[src/rtl/regdep_sched_pkg.sv]
`timescale 1ns/1ps
package regdep_sched_pkg;

  // strobes from the sequencer to the datapath
  typedef struct packed {
    logic load;   // capture window, clear occupancy and total
    logic step;   // place the instruction selected by stepIdx
  } ctrl_t;

  typedef enum logic {
    ST_IDLE = 1'b0,
    ST_RUN  = 1'b1
  } state_t;

  // ordering constraints one older instruction places on a younger one
  typedef struct packed {
    logic raw;    // older writes, younger reads
    logic war;    // older reads, younger writes
    logic waw;    // both write
  } dep_t;

endpackage

[src/rtl/regdep_sched_ctrl.sv]
`timescale 1ns/1ps
module regdep_sched_ctrl
  import regdep_sched_pkg::*;
#(
  parameter int N_INST = 8,
  parameter int IDX_W  = 3
) (
  input  logic             clk,
  input  logic             rstN,
  input  logic             start,
  output ctrl_t            ctrl,
  output logic [IDX_W-1:0] stepIdx,
  output logic             done
);

  localparam logic [IDX_W-1:0] LastIdx = IDX_W'(N_INST - 1);

  state_t state;

  always_ff @(posedge clk or negedge rstN) begin
    if (!rstN) begin
      state   <= ST_IDLE;
      stepIdx <= '0;
      done    <= 1'b0;
    end else begin
      done <= 1'b0;
      case (state)
        ST_IDLE: begin
          if (start) begin
            state   <= ST_RUN;
            stepIdx <= '0;
          end
        end
        ST_RUN: begin
          if (stepIdx == LastIdx) begin
            state <= ST_IDLE;
            done  <= 1'b1;
          end else begin
            stepIdx <= stepIdx + 1'b1;
          end
        end
        default: state <= ST_IDLE;
      endcase
    end
  end

  always_comb begin
    ctrl.load = (state == ST_IDLE) && start;
    ctrl.step = (state == ST_RUN);
  end

endmodule

[src/rtl/regdep_sched_dpath.sv]
`timescale 1ns/1ps
module regdep_sched_dpath
  import regdep_sched_pkg::*;
#(
  parameter int N_INST    = 8,
  parameter int REG_W     = 5,
  parameter int NUM_UNITS = 2,
  parameter int IDX_W     = 3,
  parameter int CYC_W     = 3,
  parameter int UNIT_W    = 1,
  parameter int TOT_W     = 4
) (
  input  logic                      clk,
  input  logic                      rstN,
  input  ctrl_t                     ctrl,
  input  logic [IDX_W-1:0]          stepIdx,
  input  logic [N_INST*REG_W-1:0]   instDst,
  input  logic [N_INST-1:0]         instDstValid,
  input  logic [N_INST*REG_W-1:0]   instSrcA,
  input  logic [N_INST-1:0]         instSrcAValid,
  input  logic [N_INST*REG_W-1:0]   instSrcB,
  input  logic [N_INST-1:0]         instSrcBValid,
  output logic [N_INST*CYC_W-1:0]   issueCycle,
  output logic [N_INST*UNIT_W-1:0]  issueUnit,
  output logic [TOT_W-1:0]          totalCycles
);

  // captured window
  logic [N_INST*REG_W-1:0] dstQ, srcAQ, srcBQ;
  logic [N_INST-1:0]       dstVQ, srcAVQ, srcBVQ;

  // placement results and unit occupancy (unit x cycle)
  logic [CYC_W-1:0]  cycQ   [N_INST];
  logic [UNIT_W-1:0] unitQ  [N_INST];
  logic [N_INST-1:0] busyQ  [NUM_UNITS];
  logic [TOT_W-1:0]  totalQ;

  // current instruction fields
  logic [REG_W-1:0] curDst, curSrcA, curSrcB;
  logic             curDstV, curSrcAV, curSrcBV;

  // constraint gathering and slot search
  dep_t              depJ;
  logic [TOT_W-1:0]  earliest;
  logic              pinned;
  logic [UNIT_W-1:0] pinUnit;
  logic              found;
  logic [CYC_W-1:0]  pickCyc;
  logic [UNIT_W-1:0] pickUnit;

  function automatic dep_t classify(
    input logic [REG_W-1:0] oDst, input logic oDstV,
    input logic [REG_W-1:0] oSrcA, input logic oSrcAV,
    input logic [REG_W-1:0] oSrcB, input logic oSrcBV,
    input logic [REG_W-1:0] yDst, input logic yDstV,
    input logic [REG_W-1:0] ySrcA, input logic ySrcAV,
    input logic [REG_W-1:0] ySrcB, input logic ySrcBV
  );
    dep_t d;
    d.raw = oDstV && ((ySrcAV && (ySrcA == oDst)) || (ySrcBV && (ySrcB == oDst)));
    d.war = yDstV && ((oSrcAV && (oSrcA == yDst)) || (oSrcBV && (oSrcB == yDst)));
    d.waw = yDstV && oDstV && (yDst == oDst);
    return d;
  endfunction

  always_comb begin
    curDst   = dstQ[stepIdx*REG_W +: REG_W];
    curSrcA  = srcAQ[stepIdx*REG_W +: REG_W];
    curSrcB  = srcBQ[stepIdx*REG_W +: REG_W];
    curDstV  = dstVQ[stepIdx];
    curSrcAV = srcAVQ[stepIdx];
    curSrcBV = srcBVQ[stepIdx];

    depJ     = '0;
    earliest = '0;
    pinned   = 1'b0;
    pinUnit  = '0;
    for (int j = 0; j < N_INST; j++) begin
      if (j < int'(stepIdx)) begin
        depJ = classify(dstQ[j*REG_W +: REG_W], dstVQ[j],
                        srcAQ[j*REG_W +: REG_W], srcAVQ[j],
                        srcBQ[j*REG_W +: REG_W], srcBVQ[j],
                        curDst, curDstV, curSrcA, curSrcAV, curSrcB, curSrcBV);
        if (depJ.raw) begin
          if (TOT_W'(cycQ[j]) + TOT_W'(1) > earliest)
            earliest = TOT_W'(cycQ[j]) + TOT_W'(1);
          pinned  = 1'b1;
          pinUnit = unitQ[j];          // youngest producer wins
        end else if (depJ.war || depJ.waw) begin
          if (TOT_W'(cycQ[j]) > earliest)
            earliest = TOT_W'(cycQ[j]);
        end
      end
    end
  end

  always_comb begin
    found    = 1'b0;
    pickCyc  = '0;
    pickUnit = '0;
    for (int c = 0; c < N_INST; c++) begin
      if (!found && (c >= int'(earliest))) begin
        if (pinned) begin
          if (!busyQ[pinUnit][c]) begin
            found    = 1'b1;
            pickCyc  = CYC_W'(c);
            pickUnit = pinUnit;
          end
        end else begin
          for (int u = 0; u < NUM_UNITS; u++) begin
            if (!found && !busyQ[u][c]) begin
              found    = 1'b1;
              pickCyc  = CYC_W'(c);
              pickUnit = UNIT_W'(u);
            end
          end
        end
      end
    end
  end

  always_ff @(posedge clk or negedge rstN) begin
    if (!rstN) begin
      dstQ   <= '0;
      srcAQ  <= '0;
      srcBQ  <= '0;
      dstVQ  <= '0;
      srcAVQ <= '0;
      srcBVQ <= '0;
      totalQ <= '0;
      for (int k = 0; k < N_INST; k++) begin
        cycQ[k]  <= '0;
        unitQ[k] <= '0;
      end
      for (int u = 0; u < NUM_UNITS; u++) busyQ[u] <= '0;
    end else begin
      if (ctrl.load) begin
        dstQ   <= instDst;
        srcAQ  <= instSrcA;
        srcBQ  <= instSrcB;
        dstVQ  <= instDstValid;
        srcAVQ <= instSrcAValid;
        srcBVQ <= instSrcBValid;
        totalQ <= '0;
        for (int u = 0; u < NUM_UNITS; u++) busyQ[u] <= '0;
      end
      if (ctrl.step) begin
        cycQ[stepIdx]            <= pickCyc;
        unitQ[stepIdx]           <= pickUnit;
        busyQ[pickUnit][pickCyc] <= 1'b1;
        if (TOT_W'(pickCyc) + TOT_W'(1) > totalQ)
          totalQ <= TOT_W'(pickCyc) + TOT_W'(1);
      end
    end
  end

  always_comb begin
    for (int k = 0; k < N_INST; k++) begin
      issueCycle[k*CYC_W +: CYC_W]  = cycQ[k];
      issueUnit[k*UNIT_W +: UNIT_W] = unitQ[k];
    end
    totalCycles = totalQ;
  end

endmodule

[src/rtl/regdep_scheduler.sv]
`timescale 1ns/1ps
module regdep_scheduler
  import regdep_sched_pkg::*;
#(
  parameter int N_INST      = 8,
  parameter int REG_W       = 5,
  parameter int NUM_UNITS   = 2,
  localparam int IDX_W      = (N_INST > 1) ? $clog2(N_INST) : 1,
  localparam int CYC_W      = IDX_W,
  localparam int UNIT_W     = (NUM_UNITS > 1) ? $clog2(NUM_UNITS) : 1,
  localparam int TOT_W      = $clog2(N_INST + 1)
) (
  input  logic                      clk,
  input  logic                      rstN,
  input  logic                      start,
  input  logic [N_INST*REG_W-1:0]   instDst,
  input  logic [N_INST-1:0]         instDstValid,
  input  logic [N_INST*REG_W-1:0]   instSrcA,
  input  logic [N_INST-1:0]         instSrcAValid,
  input  logic [N_INST*REG_W-1:0]   instSrcB,
  input  logic [N_INST-1:0]         instSrcBValid,
  output logic                      done,
  output logic [N_INST*CYC_W-1:0]   issueCycle,
  output logic [N_INST*UNIT_W-1:0]  issueUnit,
  output logic [TOT_W-1:0]          totalCycles
);

  ctrl_t            ctrl;
  logic [IDX_W-1:0] stepIdx;

  regdep_sched_ctrl #(
    .N_INST (N_INST),
    .IDX_W  (IDX_W)
  ) ctrl_i (
    .clk     (clk),
    .rstN    (rstN),
    .start   (start),
    .ctrl    (ctrl),
    .stepIdx (stepIdx),
    .done    (done)
  );

  regdep_sched_dpath #(
    .N_INST    (N_INST),
    .REG_W     (REG_W),
    .NUM_UNITS (NUM_UNITS),
    .IDX_W     (IDX_W),
    .CYC_W     (CYC_W),
    .UNIT_W    (UNIT_W),
    .TOT_W     (TOT_W)
  ) dpath_i (
    .clk           (clk),
    .rstN          (rstN),
    .ctrl          (ctrl),
    .stepIdx       (stepIdx),
    .instDst       (instDst),
    .instDstValid  (instDstValid),
    .instSrcA      (instSrcA),
    .instSrcAValid (instSrcAValid),
    .instSrcB      (instSrcB),
    .instSrcBValid (instSrcBValid),
    .issueCycle    (issueCycle),
    .issueUnit     (issueUnit),
    .totalCycles   (totalCycles)
  );

endmodule

[config.mk]
export PLATFORM = sky130hd
export DESIGN_NAME = regdep_scheduler
export DESIGN_NICKNAME = d
export VERILOG_FILES = /design/src/rtl/regdep_sched_pkg.sv /design/src/rtl/regdep_sched_ctrl.sv /design/src/rtl/regdep_sched_dpath.sv /design/src/rtl/regdep_scheduler.sv
export SDC_FILE = /design/constraint.sdc
export NUM_CORES = 1
export LEC_CHECK = 0
export ABC_AREA = 1
export BUFFER_PORTS_ARGS = -buffer_cell sky130_fd_sc_hd__buf_2
export CELL_PAD_IN_SITES_DETAIL_PLACEMENT = 1
export CELL_PAD_IN_SITES_GLOBAL_PLACEMENT = 2
export CORE_UTILIZATION = 25
export DETAILED_ROUTE_END_ITERATION = 10
export PLACE_DENSITY_LB_ADDON = 0.1
export SLEW_MARGIN = 20
export SYNTH_ARGS = -nofsm -noshare
export SYNTH_HDL_FRONTEND = slang
export SYNTH_SLANG_ARGS = --single-unit
[constraint.sdc]
create_clock -name clk -period 15.9 [get_ports clk]
set_input_delay 0.795 -clock clk [delete_from_list [all_inputs] [get_ports clk]]
set_output_delay 0.795 -clock clk [all_outputs]
set_load 0.1 [all_outputs]
# Yosys cells after proc, flatten, opt, wreduce, memory -nomap -nowiden
# Index checks and enable logic that the tools add are counted.
totals:
  register_bits: 201
  inputBits: 147
  output_inout_bits: 37
  wordCells: 477
classes:
  add_sub_neg: 9
  mul: 1
  magnitude_cmp: 38
  n_eq_ne: 38
  shifts: 3
  n_mux: 221
  n_bitwise: 5
  reduce_logical: 134
op_table:
  columns: ["operator", "count"]
  rows:
  - ["$eq A5 B5 Y1", 35]
  - ["$mux W4", 37]
  - ["$mux W1", 131]
  - ["$shiftx A40 B7 Y5", 3]
  - ["$mux W3", 36]
  - ["$logic_and A1 B1 Y1", 82]
  - ["$add A3 B1 Y4 const B", 8]
  - ["$mux W16", 2]
  - ["$mux W8", 4]
  - ["$logic_not A1 Y1", 30]
  - ["$gt A4 B4 Y1", 7]
  - ["$bwmux W24", 1]
  - ["$gt A3 B4 Y1", 6]
  - ["$logic_or A1 B1 Y1", 21]
  - ["$ge A3 B4 Y1 const A", 4]
  - ["$or A16 B16 Y16", 1]
  - ["$bmux W1 S3", 3]
  - ["$demux W3 S3", 1]
  - ["$lt A3 B3 Y1 const A", 3]
  - ["$bwmux W8", 1]
  - ["$demux W8 S1", 1]
  - ["$ge A1 B4 Y1 const A", 2]
  - ["$ge A2 B4 Y1 const A", 2]
  - ["$lt A3 B4 Y1 const B", 2]
  - ["other kinds (20)", 26]

# Depth between registers and ports, before layout
depth:
  depth_word: 125
  depth_mapped: 123
  mapped_depth_nobuf: 119

# Cells and area by module
# From an unflattened synthesis, not the netlist that was laid out.
hier_totals:
  cells_unflattened: 2173
  hier_area_um2: 14914.3
by_module_without_submodules:
  columns: ["module", "n_inst", "cells_per_inst", "area_each_um2", "seq_area_each_um2"]
  rows:
  - ["regdep_sched_dpath", 1, 2146, 14676.6, 4904.7]
  - ["regdep_sched_ctrl", 1, 27, 237.7, 125.1]

# Least setup slack after synthesis
# Ideal clock, no wire load.
synth_timing:
  path_type: "reg-to-reg"
  startpoint: "register ctrl_i.stepIdx[2]"
  endpoint: "register dpath_i.totalQ[1], in the netlist dpath_i.totalCycles[1]"
  setup_time_ns: 0.096
  arrival_ns: 12.110
  required_ns: 15.804
  path_slack_ns: 3.695
  stages_incl_launch_ff: 108
  n_path_buf: 4
  synth_period_minus_slack_ns: 12.205
  path_cell_list: "dfrtp_1 -> buf_6 -> nor2_4 -> buf_6 -> nand3_1 -> nand2_1 -> nor2_1 -> buf_4 -> a21oi_1 -> nand2_1 -> nor2_1 -> nand2_1 -> nand2_1 -> nand2_1 -> nand2_1 -> nand3_1 -> nand2_1 -> inv_1 -> [... 72 more ...] -> nor2_4 -> o31ai_2 -> inv_2 -> o311ai_1 -> nand3_1 -> nand2_2 -> buf_6 -> nand2_8 -> ha_1 -> inv_1 -> nand3_2 -> and2_1 -> ha_1 -> o211ai_1 -> nand2_1 -> nand3_1 -> inv_1 -> o31ai_1"
synth_between:
  elab_chain_cells: 116
  word_cells_on_any_way: 336
  classes_between: "add/sub (1); mul (1); order compare (28); eq/ne (35); shift (3); mux (155); bitwise (1); reduce/logical (112)"
synth_rtl:
  columns: ["item", "line", "text"]
  rows:
  - ["start: declaration", "regdep_sched_ctrl.sv:12", "output logic [IDX_W-1:0] stepIdx,"]
  - ["start signal: assignment", "regdep_sched_ctrl.sv:39", "stepIdx <= stepIdx + 1'b1;"]
  - ["$mul A3 B3 Y6", "regdep_sched_dpath.sv:67, regdep_sched_dpath.sv:68, regdep_sched_dpath.sv:69", null]
  - ["$shiftx A40 B7 Y5", "regdep_sched_dpath.sv:67", "curDst = dstQ[stepIdx*REG_W +: REG_W];"]
  - ["$eq A5 B5 Y1", "regdep_sched_dpath.sv:61", "d.war = yDstV && ((oSrcAV && (oSrcA == yDst)) || (oSrcBV && (oSrcB == yDst)));"]
  - ["$logic_and A1 B1 Y1", "regdep_sched_dpath.sv:61", null]
  - ["$logic_or A1 B1 Y1", "regdep_sched_dpath.sv:61", null]
  - ["$logic_and A1 B1 Y1", "regdep_sched_dpath.sv:61", null]
  - ["$logic_or A1 B1 Y1", "regdep_sched_dpath.sv:89", "end else if (depJ.war || depJ.waw) begin"]
  - ["$mux W4", "regdep_sched_dpath.sv:89", null]
  - ["[... 101 more ...]", null, null]
  - ["$mux W3", "regdep_sched_dpath.sv:111", "if (!found && !busyQ[u][c]) begin"]
  - ["$mux W3", "regdep_sched_dpath.sv:103", "if (pinned) begin"]
  - ["$mux W3 *", "regdep_sched_dpath.sv:102", "if (!found && (c >= int'(earliest))) begin"]
  - ["net dpath_i.pickCyc[1]", "regdep_sched_dpath.sv:48", "logic [CYC_W-1:0] pickCyc;"]
  - ["$add A3 B1 Y4 *", "regdep_sched_dpath.sv:151, regdep_sched_dpath.sv:152", null]
  - ["$gt A4 B4 Y1", "regdep_sched_dpath.sv:151", "if (TOT_W'(pickCyc) + TOT_W'(1) > totalQ)"]
  - ["$mux W4 *", "regdep_sched_dpath.sv:151", null]
  - ["$mux W4 *", "regdep_sched_dpath.sv:147", "if (ctrl.step) begin"]
  - ["end signal: assignment", "regdep_sched_dpath.sv:152", "totalQ <= TOT_W'(pickCyc) + TOT_W'(1);"]
  - ["end: declaration", "regdep_sched_dpath.sv:36", "logic [TOT_W-1:0] totalQ;"]
# Mark *: on every way through the listed nets, which the timed path passes. The rest lies on a longest branch. The select of a mux whose other input is x is not followed.
# A chain may end at the register's enable or synchronous reset.

# Final worst setup path
layout_timing:
  startpoint: "register ctrl_i.stepIdx[1]"
  endpoint: "register dpath_i.totalQ[1], in the netlist dpath_i.totalCycles[1]"
# Same word-level chain as after synthesis.

==> key figures <==
Layout
  • Fillers: 7,392
  • Layout cell share with drive strength beyond 1: 18.43%
  • Final Util: approximately 30%
  • Area taken by flip-flops and latches: between 0.005 and 0.006 mm2
  • Antenna diodes: 0
  • Layout area overhead: 20.25%
  • Area of the multi-input gates: about 0.0086 mm2
  • Fin nets: between 2,000 and 3,000

Global routing
  • GRT Resource Usage Total: roughly 22%
  • First-pass GRT wire length: ~100 mm
  • GRT Residual Overflow: 0
  • Initial antenna violation count: 1
  • Vias in the first global route: 15,959
  • Largest net degree at the start of global routing: about 190

Clock tree
  • Cts bufs inserted: 27
  • Hold_buf cts: 0
  • Skew-Pair Late Insertion Delay: 0.57 ns
  • H-tree Lvls: 1
  • CTS tree: yes
  • Clk buf depth: 3
  • Root Driver: clkbuf_16
  • CTS Sinks: around 200
  • CTS clk-pin slew, worst paths: 0.06 ns

Flow run
  • Max Cap Viol: 0

Synthesis
  • Flops & latches, synth: around 200
  • Avg Cell Area, Syn: 6.997 um2
  • Commonest register cell after synthesis: dfrtp_1
  • Share of Yosys cell area claimed by the top area cell type: 33.51%
  • Post-synth top area cell: dfrtp_1
  • Synth cell count leaders: nand2_1, inv_1, dfrtp_1
  • Synthesis Warnings: 0
  • Number of synthesized flops with an enable pin: 0
  • Synth async-reset ratio: 100.0%
  • Area contributors post-synth: dfrtp_1, nand2_1, inv_1, o21ai_0, ha_1
  • Most frequent cell after synthesis: nand2_1
  • Seq/Total Area, Yosys: 33.51%
  • Mapped Area: 0.01501 mm2
  • Post-Syn Instances: 2,145
  • Synth unique cells: slightly above 70
  • Syn nets: 2,355

Timing
  • Final period util: 90.70%
  • Crit path time final: roughly 14 ns
  • Max Clk Rate: 0.06934 GHz
  • Fin. max-slew vios: 0
  • Slew HR: 32.92%
  • Slew @ Worst Pin: a little over 1 ns
  • Final Setup Violations: 0
  • Clock skew: roughly 0.014 ns
  • Hold Vio Cnt, Final: 0

Critical path
  • Worst endpoint required time: 16.37 ns
  • CP Max Fanout: 11
  • Crit path DAT: around 15 ns
  • Critical Path Most Common Cell: nand2_1
  • WS Path Type: flip-flop to flip-flop
  • CP Capture Type: flip-flop
  • Slowest cell on the critical path: dfrtp_4
  • CP max stage delay: 0.59 ns
  • CP startpoint kind: flip-flop

Routing
  • Highest metal layer with signal wires: met4
  • Detailed-route DRC error count: 14
  • Antenna-violating nets left: 0
  • Vias after detailed routing: 15,288
  • Metal-1 WL: 31.26 mm
  • Via density per instance: 4.880
  • Post-DR wirelength/cell: between 20 and 25 um
  • Drt first pass iters: 8
  • 1st-iter DRT viols: ~700
  • Met3 wire len: 2.178 mm
  • Total Routed Length: between 60 and 70 mm
  • Met2 wire len: 33.10 mm

Placed design
  • PortBufs: around 180
  • Gpl congestion: 0.9158
  • Hpwl dp: about 52 mm

Die
  • # rows: 89
  • Core region area: 0.05913 mm2
  • Full die area: 0.06102 mm2
  • Chip Height: 247.0 um
  • Die width: 247.0 um
  • Initial Utilization: 25.38%
  • I/O Pins: about 180

Worst hold path
  • Hold crit path type: primary input to asynchronous set/reset pin

Status
  • Run status: complete, but fails checks
  • Failing checks: design-rule violations
final timing paths:
| path | slack (ns) | from | cells after the start | to |
|---|---|---|---|---|
| min | 0.20 | rstN | 1 | dpath_i.busyQ[12] |
| min reg2reg | 0.48 | dpath_i.srcBQ[36] | 2 | dpath_i.srcBQ[36] |
| max | 1.48 | ctrl_i.stepIdx[1] | 108 | dpath_i.totalCycles[1] |
| max reg2reg | 1.48 | ctrl_i.stepIdx[1] | 108 | dpath_i.totalCycles[1] |
| min in group clk | 0.42 | instSrcA[35] | 3 | dpath_i.srcAQ[35] |
| max in group asynchronous | 14.26 | rstN | 2 | dpath_i.srcAQ[25] |
cells by family (layout without fill, tap and decap cells):
family	count (synthesis)	after routing	share of synthesized area, %
compound gates	408	408	16.42
buf+inv	347	561	10.04
xor+xnor	71	71	4.143
simple gates	1055	1056	30.64
fa+ha+maj	63	63	5.252
flops	201	201	33.51
cells in the final DEF, fill, tap and decap left out, types with 5 or more instances in the layout:
cell	Yosys	final
buf_2	11	182
a221oi_1	11	11
nand3_2	13	14
nand2_2	21	22
buf_4	12	48
ha_1	63	63
a31oi_1	5	5
clkinv_2	0	6
buf_12	0	5
xor2_1	62	62
nand2_4	3	6
dfrtp_1	201	199
nor2_1	126	122
o21ai_1	54	56
nor3_1	25	25
o21ai_0	167	164
xnor2_1	9	9
nor2_4	16	20
inv_1	238	236
o22ai_2	7	7
nand4_1	25	25
o22ai_1	28	28
nand3_1	124	123
nor2_2	8	9
o211ai_1	6	6
a211oi_1	6	5
a21oi_1	71	70
inv_2	27	26
o2111ai_1	9	9
nand2_1	677	672
clkbuf_16	0	27
worst max-delay path, delay by kind of cell, from the launching register on:
kind / cells / cell delay (ns)
compound gates: 29 / 4.49
fa+ha+maj: 8 / 2.12
buf+inv: 19 / 1.60
flops: 1 / 0.59
simple gates: 52 / 5.46
through the flow:
| step | instances | TNS, ns | hold slack [ns] | instance area [um2] | setup WS [ns] |
|---|---|---|---|---|---|
| global route | 3133 | -0.1512 | 0.2330 | 18050 | -0.08601 |
| floorplan | 2145 | 0 | 0.4436 | 15010 | 3.695 |
| finish | 3133 | 0 | 0.1973 | 18050 | 1.478 |
| CTS | 3101 | 0 | 0.2340 | 17550 | 0.01170 |
| detailed placement | 3051 | 0 | 0.4704 | 16640 | 0.1015 |
| global placement | 3051 | 0 | 0.4712 | 16640 | 0.4201 |
timing repair:
action | CTS | global route
resized for setup | 0 | 56
buffers inserted | 0 | 30
setup endpoints to repair | 0 | 49
area by class of cell:
cell class                      count  area share, %
Sequential cell                   201          27.91
Tap cell                          773          5.359
Timing Repair Buffer              241          8.014
Multi-Input combinational cell   1598          47.74
Inverter                          269          5.907
Clock inverter                     17          1.026
Timing Repair inverter              1        0.06240
Clock buffer                       33          3.979
sequential cells by signal (all words and copies together), names as in the netlist:
signal	cells
dpath_i.dstQ	40
dpath_i.srcAQ	40
dpath_i.srcBQ	40
dpath_i.issueCycle	24
dpath_i.busyQ	16
dpath_i.dstVQ	8
dpath_i.issueUnit	8
dpath_i.srcAVQ	8
dpath_i.srcBVQ	8
dpath_i.totalCycles	4
ctrl_i.stepIdx	3
ctrl_i.done	1
ctrl_i.state	1
per-layer routing:
layer  vias up  GRT usage (%)
met4         0          5.428
met2       285          38.61
met3        93          1.997
met1      7531          29.55
li1       7379              -
met5         -              0
Power is left out: the tool's default activity adds up to more than one toggle a clock period on the data nets, which glitch-free logic cannot reach.
